### src/rtl/cid_pkg.sv
package cid_pkg;
  typedef enum logic [1:0] {
    FR_IDLE = 2'd0,
    FR_DATA = 2'd1,
    FR_STOP = 2'd2
  } fr_state_e;
endpackage

### src/rtl/cid_framer.sv
module cid_framer
  import cid_pkg::*;
#(
  parameter int DATA_W = 8
) (
  input  logic              clk,
  input  logic              rst_n,
  input  logic              rx_bit,
  input  logic              rx_vld,
  output logic              bit_stb,
  output logic              bit_last,
  output logic              byte_vld,
  output logic [DATA_W-1:0] byte_o
);
  localparam int CNT_W = $clog2(DATA_W);
  localparam logic [CNT_W-1:0] LAST_IDX = CNT_W'(DATA_W - 1);

  fr_state_e         st_q, st_d;
  logic [CNT_W-1:0]  cnt_q, cnt_d;
  logic [DATA_W-1:0] sh_q, sh_d;
  logic              bv_q, bv_d;

  always_comb begin
    st_d  = st_q;
    cnt_d = cnt_q;
    sh_d  = sh_q;
    bv_d  = 1'b0;
    if (rx_vld) begin
      case (st_q)
        FR_IDLE: if (!rx_bit) begin
          st_d  = FR_DATA;
          cnt_d = '0;
        end
        FR_DATA: begin
          sh_d  = {rx_bit, sh_q[DATA_W-1:1]};
          cnt_d = cnt_q + 1'b1;
          if (cnt_q == LAST_IDX) st_d = FR_STOP;
        end
        default: begin
          st_d = FR_IDLE;
          bv_d = rx_bit;
        end
      endcase
    end
  end

  always_ff @(posedge clk or negedge rst_n) begin
    if (!rst_n) begin
      st_q  <= FR_IDLE;
      cnt_q <= '0;
      sh_q  <= '0;
      bv_q  <= 1'b0;
    end else begin
      st_q  <= st_d;
      cnt_q <= cnt_d;
      sh_q  <= sh_d;
      bv_q  <= bv_d;
    end
  end

  assign bit_stb  = rx_vld && (st_q == FR_DATA);
  assign bit_last = (cnt_q == LAST_IDX);
  assign byte_vld = bv_q;
  assign byte_o   = sh_q;

  // a byte is only declared after a stop strobe carrying a 1
  assert_byte_on_stop_R2: assert property (@(posedge clk) disable iff (!rst_n)
    byte_vld |-> $past(rx_vld && rx_bit));
endmodule

### src/rtl/cid_push_tx.sv
module cid_push_tx #(
  parameter int PULSE_W = 4,
  parameter int DR_W    = 6
) (
  input  logic clk,
  input  logic rst_n,
  input  logic en,
  input  logic bit_stb,
  input  logic bit_last,
  input  logic rx_bit,
  output logic data_o,
  output logic dclk_o,
  output logic dr_act
);
  localparam int PC_W = $clog2(PULSE_W + 2);
  localparam int DC_W = $clog2(DR_W + 1);
  localparam logic [PC_W-1:0] PC_LOAD = PC_W'(PULSE_W + 1);
  localparam logic [PC_W-1:0] PC_HI   = PC_W'(PULSE_W);
  localparam logic [DC_W-1:0] DC_LOAD = DC_W'(DR_W);

  logic [PC_W-1:0] pc_q, pc_d;
  logic [DC_W-1:0] dc_q, dc_d;
  logic            last_q, last_d;
  logic            dat_q, dat_d;

  always_comb begin
    pc_d   = pc_q;
    dc_d   = dc_q;
    last_d = last_q;
    dat_d  = dat_q;
    if (dc_q != '0) dc_d = dc_q - 1'b1;
    if (en && bit_stb) begin
      dat_d  = rx_bit;
      pc_d   = PC_LOAD;
      last_d = bit_last;
    end else if (pc_q != '0) begin
      pc_d = pc_q - 1'b1;
      if (pc_q == PC_W'(1) && last_q) begin
        dc_d   = DC_LOAD;
        last_d = 1'b0;
      end
    end
  end

  always_ff @(posedge clk or negedge rst_n) begin
    if (!rst_n) begin
      pc_q   <= '0;
      dc_q   <= '0;
      last_q <= 1'b0;
      dat_q  <= 1'b0;
    end else begin
      pc_q   <= pc_d;
      dc_q   <= dc_d;
      last_q <= last_d;
      dat_q  <= dat_d;
    end
  end

  assign dclk_o = (pc_q != '0) && (pc_q <= PC_HI);
  assign dr_act = (dc_q != '0);
  assign data_o = dat_q;

  // the data-ready window opens only right after a clock pulse ends
  assert_dr_after_pulse_R4: assert property (@(posedge clk) disable iff (!rst_n)
    $rose(dr_act) |-> $past(dclk_o));
endmodule

### src/rtl/cid_pull_buf.sv
module cid_pull_buf #(
  parameter int DATA_W = 8
) (
  input  logic              clk,
  input  logic              rst_n,
  input  logic              en,
  input  logic              host_clk,
  input  logic              byte_vld,
  input  logic [DATA_W-1:0] byte_i,
  output logic              data_o,
  output logic              full_o,
  output logic              ovr_o
);
  localparam int CNT_W = $clog2(DATA_W);
  localparam logic [CNT_W-1:0] LAST_IDX = CNT_W'(DATA_W - 1);

  logic              s1_q, s2_q, s3_q, rise;
  logic [DATA_W-1:0] sh_q, sh_d;
  logic [CNT_W-1:0]  cnt_q, cnt_d;
  logic              full_q, full_d;
  logic              ovr_q, ovr_d;

  assign rise = s2_q & ~s3_q;

  always_comb begin
    sh_d   = sh_q;
    cnt_d  = cnt_q;
    full_d = full_q;
    ovr_d  = ovr_q;
    if (full_q && rise) begin
      sh_d  = {1'b0, sh_q[DATA_W-1:1]};
      cnt_d = cnt_q + 1'b1;
      if (cnt_q == LAST_IDX) begin
        full_d = 1'b0;
        cnt_d  = '0;
      end
    end
    if (en && byte_vld) begin
      if (full_q) begin
        ovr_d = 1'b1;
      end else begin
        sh_d   = byte_i;
        full_d = 1'b1;
        cnt_d  = '0;
      end
    end
  end

  always_ff @(posedge clk or negedge rst_n) begin
    if (!rst_n) begin
      s1_q   <= 1'b0;
      s2_q   <= 1'b0;
      s3_q   <= 1'b0;
      sh_q   <= '0;
      cnt_q  <= '0;
      full_q <= 1'b0;
      ovr_q  <= 1'b0;
    end else begin
      s1_q   <= host_clk;
      s2_q   <= s1_q;
      s3_q   <= s2_q;
      sh_q   <= sh_d;
      cnt_q  <= cnt_d;
      full_q <= full_d;
      ovr_q  <= ovr_d;
    end
  end

  assign data_o = sh_q[0];
  assign full_o = full_q;
  assign ovr_o  = ovr_q;

  // the buffer empties only on a host rising edge
  assert_release_on_edge_R7: assert property (@(posedge clk) disable iff (!rst_n)
    $fell(full_q) |-> $past(rise));
  // a byte arriving while full flags overrun and leaves the buffer alone
  assert_overrun_keeps_R9: assert property (@(posedge clk) disable iff (!rst_n)
    (full_q && en && byte_vld && !rise) |=> (ovr_q && $stable(sh_q)));
  // host edges on an empty buffer change nothing
  assert_empty_edge_R10: assert property (@(posedge clk) disable iff (!rst_n)
    (!full_q && rise && !(en && byte_vld)) |=> ($stable(sh_q) && !full_q));
endmodule

### src/rtl/cid_serial_if.sv
module cid_serial_if #(
  parameter int DATA_W  = 8,
  parameter int PULSE_W = 4,
  parameter int DR_W    = 6
) (
  input  logic clk,
  input  logic rst_n,
  input  logic mode_sel,
  input  logic rx_bit,
  input  logic rx_vld,
  input  logic host_dclk_i,
  output logic dclk_o,
  output logic dclk_oe,
  output logic data_o,
  output logic dr_n_o,
  output logic overrun_o
);
  logic              rs1_q, rs2_q;
  logic              bit_stb, bit_last, byte_vld;
  logic [DATA_W-1:0] byte_w;
  logic              push_dat, push_clk, push_dr;
  logic              pull_dat, pull_full, pull_ovr;

  always_ff @(posedge clk or negedge rst_n) begin
    if (!rst_n) begin
      rs1_q <= 1'b0;
      rs2_q <= 1'b0;
    end else begin
      rs1_q <= 1'b1;
      rs2_q <= rs1_q;
    end
  end

  cid_framer #(.DATA_W(DATA_W)) u_framer (
    .clk(clk), .rst_n(rs2_q), .rx_bit(rx_bit), .rx_vld(rx_vld),
    .bit_stb(bit_stb), .bit_last(bit_last), .byte_vld(byte_vld), .byte_o(byte_w)
  );

  cid_push_tx #(.PULSE_W(PULSE_W), .DR_W(DR_W)) u_push (
    .clk(clk), .rst_n(rs2_q), .en(~mode_sel), .bit_stb(bit_stb),
    .bit_last(bit_last), .rx_bit(rx_bit), .data_o(push_dat),
    .dclk_o(push_clk), .dr_act(push_dr)
  );

  cid_pull_buf #(.DATA_W(DATA_W)) u_pull (
    .clk(clk), .rst_n(rs2_q), .en(mode_sel), .host_clk(host_dclk_i),
    .byte_vld(byte_vld), .byte_i(byte_w), .data_o(pull_dat),
    .full_o(pull_full), .ovr_o(pull_ovr)
  );

  assign dclk_oe   = ~mode_sel;
  assign dclk_o    = push_clk & ~mode_sel;
  assign data_o    = mode_sel ? pull_dat : push_dat;
  assign dr_n_o    = mode_sel ? ~pull_full : ~push_dr;
  assign overrun_o = pull_ovr;

  // in pull mode the block never drives a clock edge
  assert_no_drive_pull_R1: assert property (@(posedge clk) disable iff (!rs2_q)
    mode_sel |-> (!dclk_o && !dclk_oe));
endmodule

### config.mk
export PLATFORM = sky130hd
export DESIGN_NAME = cid_serial_if
export DESIGN_NICKNAME = d
export VERILOG_FILES = /design/src/rtl/cid_pkg.sv /design/src/rtl/cid_framer.sv /design/src/rtl/cid_push_tx.sv /design/src/rtl/cid_pull_buf.sv /design/src/rtl/cid_serial_if.sv
export SDC_FILE = /design/constraint.sdc
export NUM_CORES = 1
export LEC_CHECK = 0
export ABC_AREA = 0
export BUFFER_PORTS_ARGS = -buffer_cell sky130_fd_sc_hd__buf_2
export CAP_MARGIN = 40
export CORE_MARGIN = 4
export CORE_UTILIZATION = 47
export CTS_CLUSTER_SIZE = 28
export DETAILED_ROUTE_END_ITERATION = 7
export GPL_TIMING_DRIVEN = 0
export PLACE_DENSITY = 0.75
export SETUP_SLACK_MARGIN = 0.3
export SLEW_MARGIN = 20
export SYNTH_ARGS = -nofsm -noshare
export SYNTH_HDL_FRONTEND = slang
export SYNTH_SLANG_ARGS = --single-unit
### constraint.sdc
create_clock -name clk -period 1.27 [get_ports clk]
set_input_delay 0.0635 -clock clk [delete_from_list [all_inputs] [get_ports clk]]
set_output_delay 0.0635 -clock clk [all_outputs]
set_load 0.01 [all_outputs]
# Word level (Yosys, flattened, before mapping)

Cells that the tools add are included.

Add/sub/neg operators: 4
Magnitude comparators: 1
Equal/unequal tests: 6
Multiplexer cells: 29
Bitwise logic cells: 6
Reductions and logical operators: 18

Operator list:

| operator            | number |
|---|---|
| $mux 3              | 11 |
| $mux 8              | 3 |
| $mux 1              | 11 |
| $add 3x1->3 const B | 2 |
| $eq 3x3->1 const B  | 2 |
| $logic_and 1x1->1   | 6 |
| $pmux 3 s2          | 1 |
| $reduce_and 2->1    | 3 |
| $reduce_and 3->1    | 2 |
| $reduce_bool 2->1   | 3 |
| $reduce_bool 3->1   | 2 |
| $sub 3x1->3 const B | 2 |
| $mux 2              | 2 |
| $not 1->1           | 4 |
| $pmux 2 s2          | 1 |
| $eq 3x1->1 const B  | 1 |
| $le 3x3->1 const B  | 1 |
| $and 1x1->1         | 2 |
| $eq 2x1->1 const B  | 1 |
| $logic_not 2->1     | 1 |
| $ne 2x1->1 const B  | 1 |
| $ne 2x2->1 const B  | 1 |
| $reduce_or 2->1     | 1 |

Register bits: 40
Input bits: 6
Output and inout port bits: 5

# Depth between registers and ports, before layout

Word-level depth: 6
Mapped depth: 6

# Cells and area by module

From an unflattened synthesis, not the netlist that was laid out.

Cell total of the unflattened synthesis: 164
Area total of the unflattened synthesis: 1978.1 um^2

Modules (own cells, without submodules):

| module        | times used | cells an instance | area each (um^2) | seq. area each (um^2) |
|---|---|---|---|---|
| cid_pull_buf  | 1          | 76                | 858.3            | 400.4 |
| cid_framer    | 1          | 38                | 581.8            | 350.3 |
| cid_push_tx   | 1          | 43                | 446.7            | 200.2 |
| cid_serial_if | 1          | 7                 | 91.3             | 50.0 |

# Worst setup path after synthesis

OpenSTA, ideal clock, no wires.

Path kind: register to register
From: register u_push.pc_q[0]
To: register u_push.dc_q[0]
Setup time: 0.119 ns
Arrival time: 1.441 ns
Slack: -0.290 ns
Cell stages (with the launch flop): 7
Period minus slack after synthesis: 1.560 ns
Cell sequence: dfrtp_1 > inv_1 > ha_1 > ha_1 > nor3b_1 > nand3b_4 > and2_1

Word-level cells in the longest chain between the ends: 5
Elaborated cells between the ends (all ways): 6
Those cells by class: eq/ne (1); mux (3); reduce/logical (2)

Ends and longest elaborated chain:

| what                     | RTL line          | source |
|---|---|---|
| start: declaration       | cid_push_tx.sv:21 | `logic [PC_W-1:0] pc_q, pc_d;` |
| start signal: assignment | cid_push_tx.sv:52 | `pc_q <= pc_d;` |
| $eq 3x1->1               | cid_push_tx.sv:38 | `if (pc_q == PC_W'(1) && last_q) begin` |
| $logic_and 1x1->1        | cid_push_tx.sv:38 |  |
| $mux 3                   | cid_push_tx.sv:38 |  |
| $mux 3 *                 | cid_push_tx.sv:36 | `end else if (pc_q != '0) begin` |
| $mux 3 *                 | cid_push_tx.sv:32 | `if (en && bit_stb) begin` |
| named net u_push.dc_d[0] | cid_push_tx.sv:22 | `logic [DC_W-1:0] dc_q, dc_d;` |
| end signal: assignment   | cid_push_tx.sv:48 | `dc_q <= '0;` |
| end signal: assignment   | cid_push_tx.sv:53 | `dc_q <= dc_d;` |
| end: declaration         | cid_push_tx.sv:22 |  |

Mark *: on every way through the listed nets, which the timed path passes. The rest lies on a longest branch.
A chain may end at the register's enable or synchronous reset.

# Worst setup path in the final report

From: register u_push.pc_q[1]
To: output dclk_o

Word-level cells in the longest chain between the ends: 3
Elaborated cells between the ends (all ways): 4
Those cells by class: order compare (1); bitwise (1); reduce/logical (2)

Ends and longest elaborated chain:

| what                                            | RTL line            | source |
|---|---|---|
| $le 3x3->1 or $reduce_bool 3->1 (tied branches) | cid_push_tx.sv:59   | `assign dclk_o = (pc_q != '0) && (pc_q <= PC_HI);` |
| $logic_and 1x1->1 *                             | cid_push_tx.sv:59   |  |
| $and 1x1->1 *                                   | cid_serial_if.sv:52 | `assign dclk_o = push_clk & ~mode_sel;` |
| end: declaration                                | cid_serial_if.sv:12 | `output logic dclk_o,` |

Every way passes the cells marked *; elsewhere a longest branch is shown, timed or not.

==> impl_metrics.env <==
export IMPL_outcome="finished, violations left"
export IMPL_failing_checks="negative setup slack"
export IMPL_synth_seq_area_share=0.562
export IMPL_wl_mm=3.87
export IMPL_mappedNetlistNets=172
export IMPL_mostFrequentLayoutCell="sky130_fd_sc_hd__dfrtp_1"
export IMPL_first_global_vias=1440
export IMPL_fp_dieH_um=69.6
export IMPL_cts_sinks=40
export IMPL_stdcell_count=251
export IMPL_postLayoutSetupSlackWorst_ns=-0.183
export IMPL_grt_use_total=0.172
export IMPL_hold_slack_ns=0.0293
export IMPL_setup_violations=8
export IMPL_tritoncts="done"
export IMPL_setup_tns_ns=-0.519
export IMPL_design_core_area_sq_um=3660
export IMPL_num_rows=22
export IMPL_timing_max_transition_violations_final=0
export IMPL_finish_net_count=218
export IMPL_syn_mean_instance_area_sq_um=11.4
export IMPL_yosysWarnings=0
export IMPL_crit_required_ns=1.21
export IMPL_detailed_place_hpwl_mm=2.22
export IMPL_hold_path_end="u_push.pc_q[0]"
export IMPL_placed_cells=213
export IMPL_start_util=0.487
export IMPL_antenna_diode_count=0
export IMPL_cts_htree_levels=2
export IMPL_worst_setup_timing_slack_at_the_placement_stage_ns=-0.177
export IMPL_worst_setup_path_start_kind="register"
export IMPL_clock_root_buffer="sky130_fd_sc_hd__clkbuf_8"
export IMPL_ir_drop_mv=0.892
export IMPL_gp_congestion=0.705
export IMPL_grt_setup_unrepaired="yes"
export IMPL_io_pins=11
export IMPL_period_share=1.14
export IMPL_area_growth_syn_to_layout_pct=45.2
export IMPL_portBuffers=9
export IMPL_r2r_cells=6
export IMPL_worstHoldPathType="in -> reg"
export IMPL_grt_first_pass_wirelength_mm=6.62
export IMPL_synth_top_flop_cell="sky130_fd_sc_hd__dfrtp_1"
export IMPL_dr_total_vias=1323
export IMPL_dieArea_sq_um=4840
export IMPL_timing_clock_skew_ns=0.00535
export IMPL_static_power_due_to_leakage_uw=0.00124
export IMPL_global_route_overflow_total=0
export IMPL_netlist_instances=156
export IMPL_detail_route_antenna_nets=0
export IMPL_whs_path_depth=2
export IMPL_syn_cell_area_sq_um=1780
export IMPL_layout_cells_most_common_list="sky130_fd_sc_hd__dfrtp_1, sky130_fd_sc_hd__buf_4, sky130_fd_sc_hd__buf_6, sky130_fd_sc_hd__nor2_1, sky130_fd_sc_hd__nand2_2"
export IMPL_critical_path_sink_type="output port"
export IMPL_remaining_drc_errors=0
export IMPL_antenna_violations_before_repair=0
export IMPL_asyncSetResetFlopFracSynth=1.00
export IMPL_cts_inserted_buffers=5
export IMPL_final_hold_violation_count=0
export IMPL_drt_iter0_markers=59
export IMPL_synth_edff_count=0
export IMPL_drt_first_pass_iters=4
export IMPL_ff2ff_setup_slack_ns=-0.08
export IMPL_peak_clock_frequency_supported_by_timing_mhz=688
export IMPL_regToRegEndpoint="u_push.last_q"
export IMPL_grt_max_degree=39
export IMPL_timing_critical_path_arrival_ns=1.39
export IMPL_worst_hold_startpoint="mode_sel"
export IMPL_cap_violations=0
export IMPL_via_per_inst=5.27
export IMPL_wl_per_cell_um=15.4
export IMPL_final_min_clock_period_ns=1.45
export IMPL_worstPathMaxFanout=2
export IMPL_die_width_um=69.6
export IMPL_postSynthRegisterBits=40
export IMPL_regToRegStartpoint="u_push.pc_q[1]"
export IMPL_synth_distinct_cells=35
export IMPL_clk_latency_ns=0.29
export IMPL_final_layout_size_suffix_gt1_frac=0.532
export IMPL_worstSetupPathType="reg -> out"
export IMPL_path_clk_slew_ns=0.08
export IMPL_power_density_nw_per_um2=2170
export IMPL_clock_path_buffers=2
worst max path at each step:
stage	from	end	slack (ns)
after floorplan	u_push.pc_q[0]	u_push.dc_q[0]	-0.07
after global placement	u_push.pc_q[0]	u_push.dc_q[0]	-0.11
after detailed placement	u_push.pc_q[0]	u_push.dc_q[0]	-0.18
after CTS	u_push.pc_q[0]	dclk_o	-0.17
after global routing	u_push.pc_q[0]	dclk_o	-0.24
final	u_push.pc_q[1]	dclk_o	-0.18
state kept, by name, indices dropped and copies added, names as in the netlist:
name,cells
u_pull.full_o,1
u_pull.sh_q,8
u_push.dc_q,3
u_framer.st_q,2
u_framer.byte_o,8
u_pull.ovr_o,1
rs1_q,1
u_framer.cnt_q,3
u_push.pc_q,3
u_push.data_o,1
u_pull.s1_q,1
u_framer.byte_vld,1
rs2_q,1
u_pull.s2_q,1
u_pull.cnt_q,3
u_push.last_q,1
u_pull.s3_q,1
routing by layer:
| layer | share of wire | global-route usage | vias up |
|---|---|---|---|
| met3 | 0.038 | 0.0493 | 9 |
| met2 | 0.51 | 0.290 | 25 |
| met1 | 0.43 | 0.208 | 671 |
| met5 | 0 | 0 | - |
| met4 | 0.019 | 0.0629 | 0 |
| li1 | - | - | 618 |
cell families (layout without fill, tap and decap cells):
kind of cell               Yosys count  count (layout)  share of synthesized area
AOI/OAI and AO/OA                   24              24                     0.0885
xor gates and xnor gates             2               2                    0.00983
adders and majority gates           10              10                     0.0702
buffers and inverters               15              62                     0.0379
DFF                                 40              40                      0.562
muxes                               11              11                     0.0688
other                                1               1                    0.00210
and+or+nand+nor                     53              53                      0.161
synthesized netlist by cell type (all sizes together), types with 2 or more instances:
master	n	share of area
inv	11	0.023
ha	10	0.070
buf	4	0.015
mux2	10	0.063
dfrtp	40	0.56
o21ai	5	0.014
a22o	5	0.025
nor2	13	0.027
nand2	24	0.052
a21oi	4	0.011
nand3b	5	0.030
nor2b	2	0.011
a31oi	7	0.025
and2	2	0.0084
what timing repair did:
item	CTS	global route
setup buffers	21	5
setup endpoints to repair	36	36
pin swaps	33	19
hold buffers	2	0
endpoints found under the hold margin	3	0
gates resized for setup	44	18
gates cloned	2	0
through the flow:
stage	power (uW)	area (sq um)	util
global placement	3530	2020	0.551
floorplan	3310	1910	-
detailed placement	3720	2020	0.551
CTS	5320	2450	0.668
finish	5610	2590	0.707
global route	6010	2590	0.707
cell type report:
| type | instances | area (sq um) |
|---|---|---|
| Buffer | 4 | 48.8 |
| Sequential cell | 40 | 1010 |
| Clock buffer | 8 | 90.1 |
| Multi-Input combinational cell | 101 | 1010 |
| Fill cell | 236 | 1070 |
| Inverter | 11 | 41.3 |
| Tap cell | 48 | 60.1 |
| Timing Repair Buffer | 39 | 325 |
worst max-delay path: stages, from the launching register on:
cell and delay [ns]:
sky130_fd_sc_hd__dfrtp_1 0.37, sky130_fd_sc_hd__inv_2 0.06, sky130_fd_sc_hd__ha_4 0.16, sky130_fd_sc_hd__ha_4 0.26
sky130_fd_sc_hd__nor2b_4 0.13, sky130_fd_sc_hd__buf_6 0.10
power by group:
group          switching, uW  internal (uW)
clock                    433            443
sequential               409           1750
combinational            974           1600
Power figures use the tool's default switching activity.
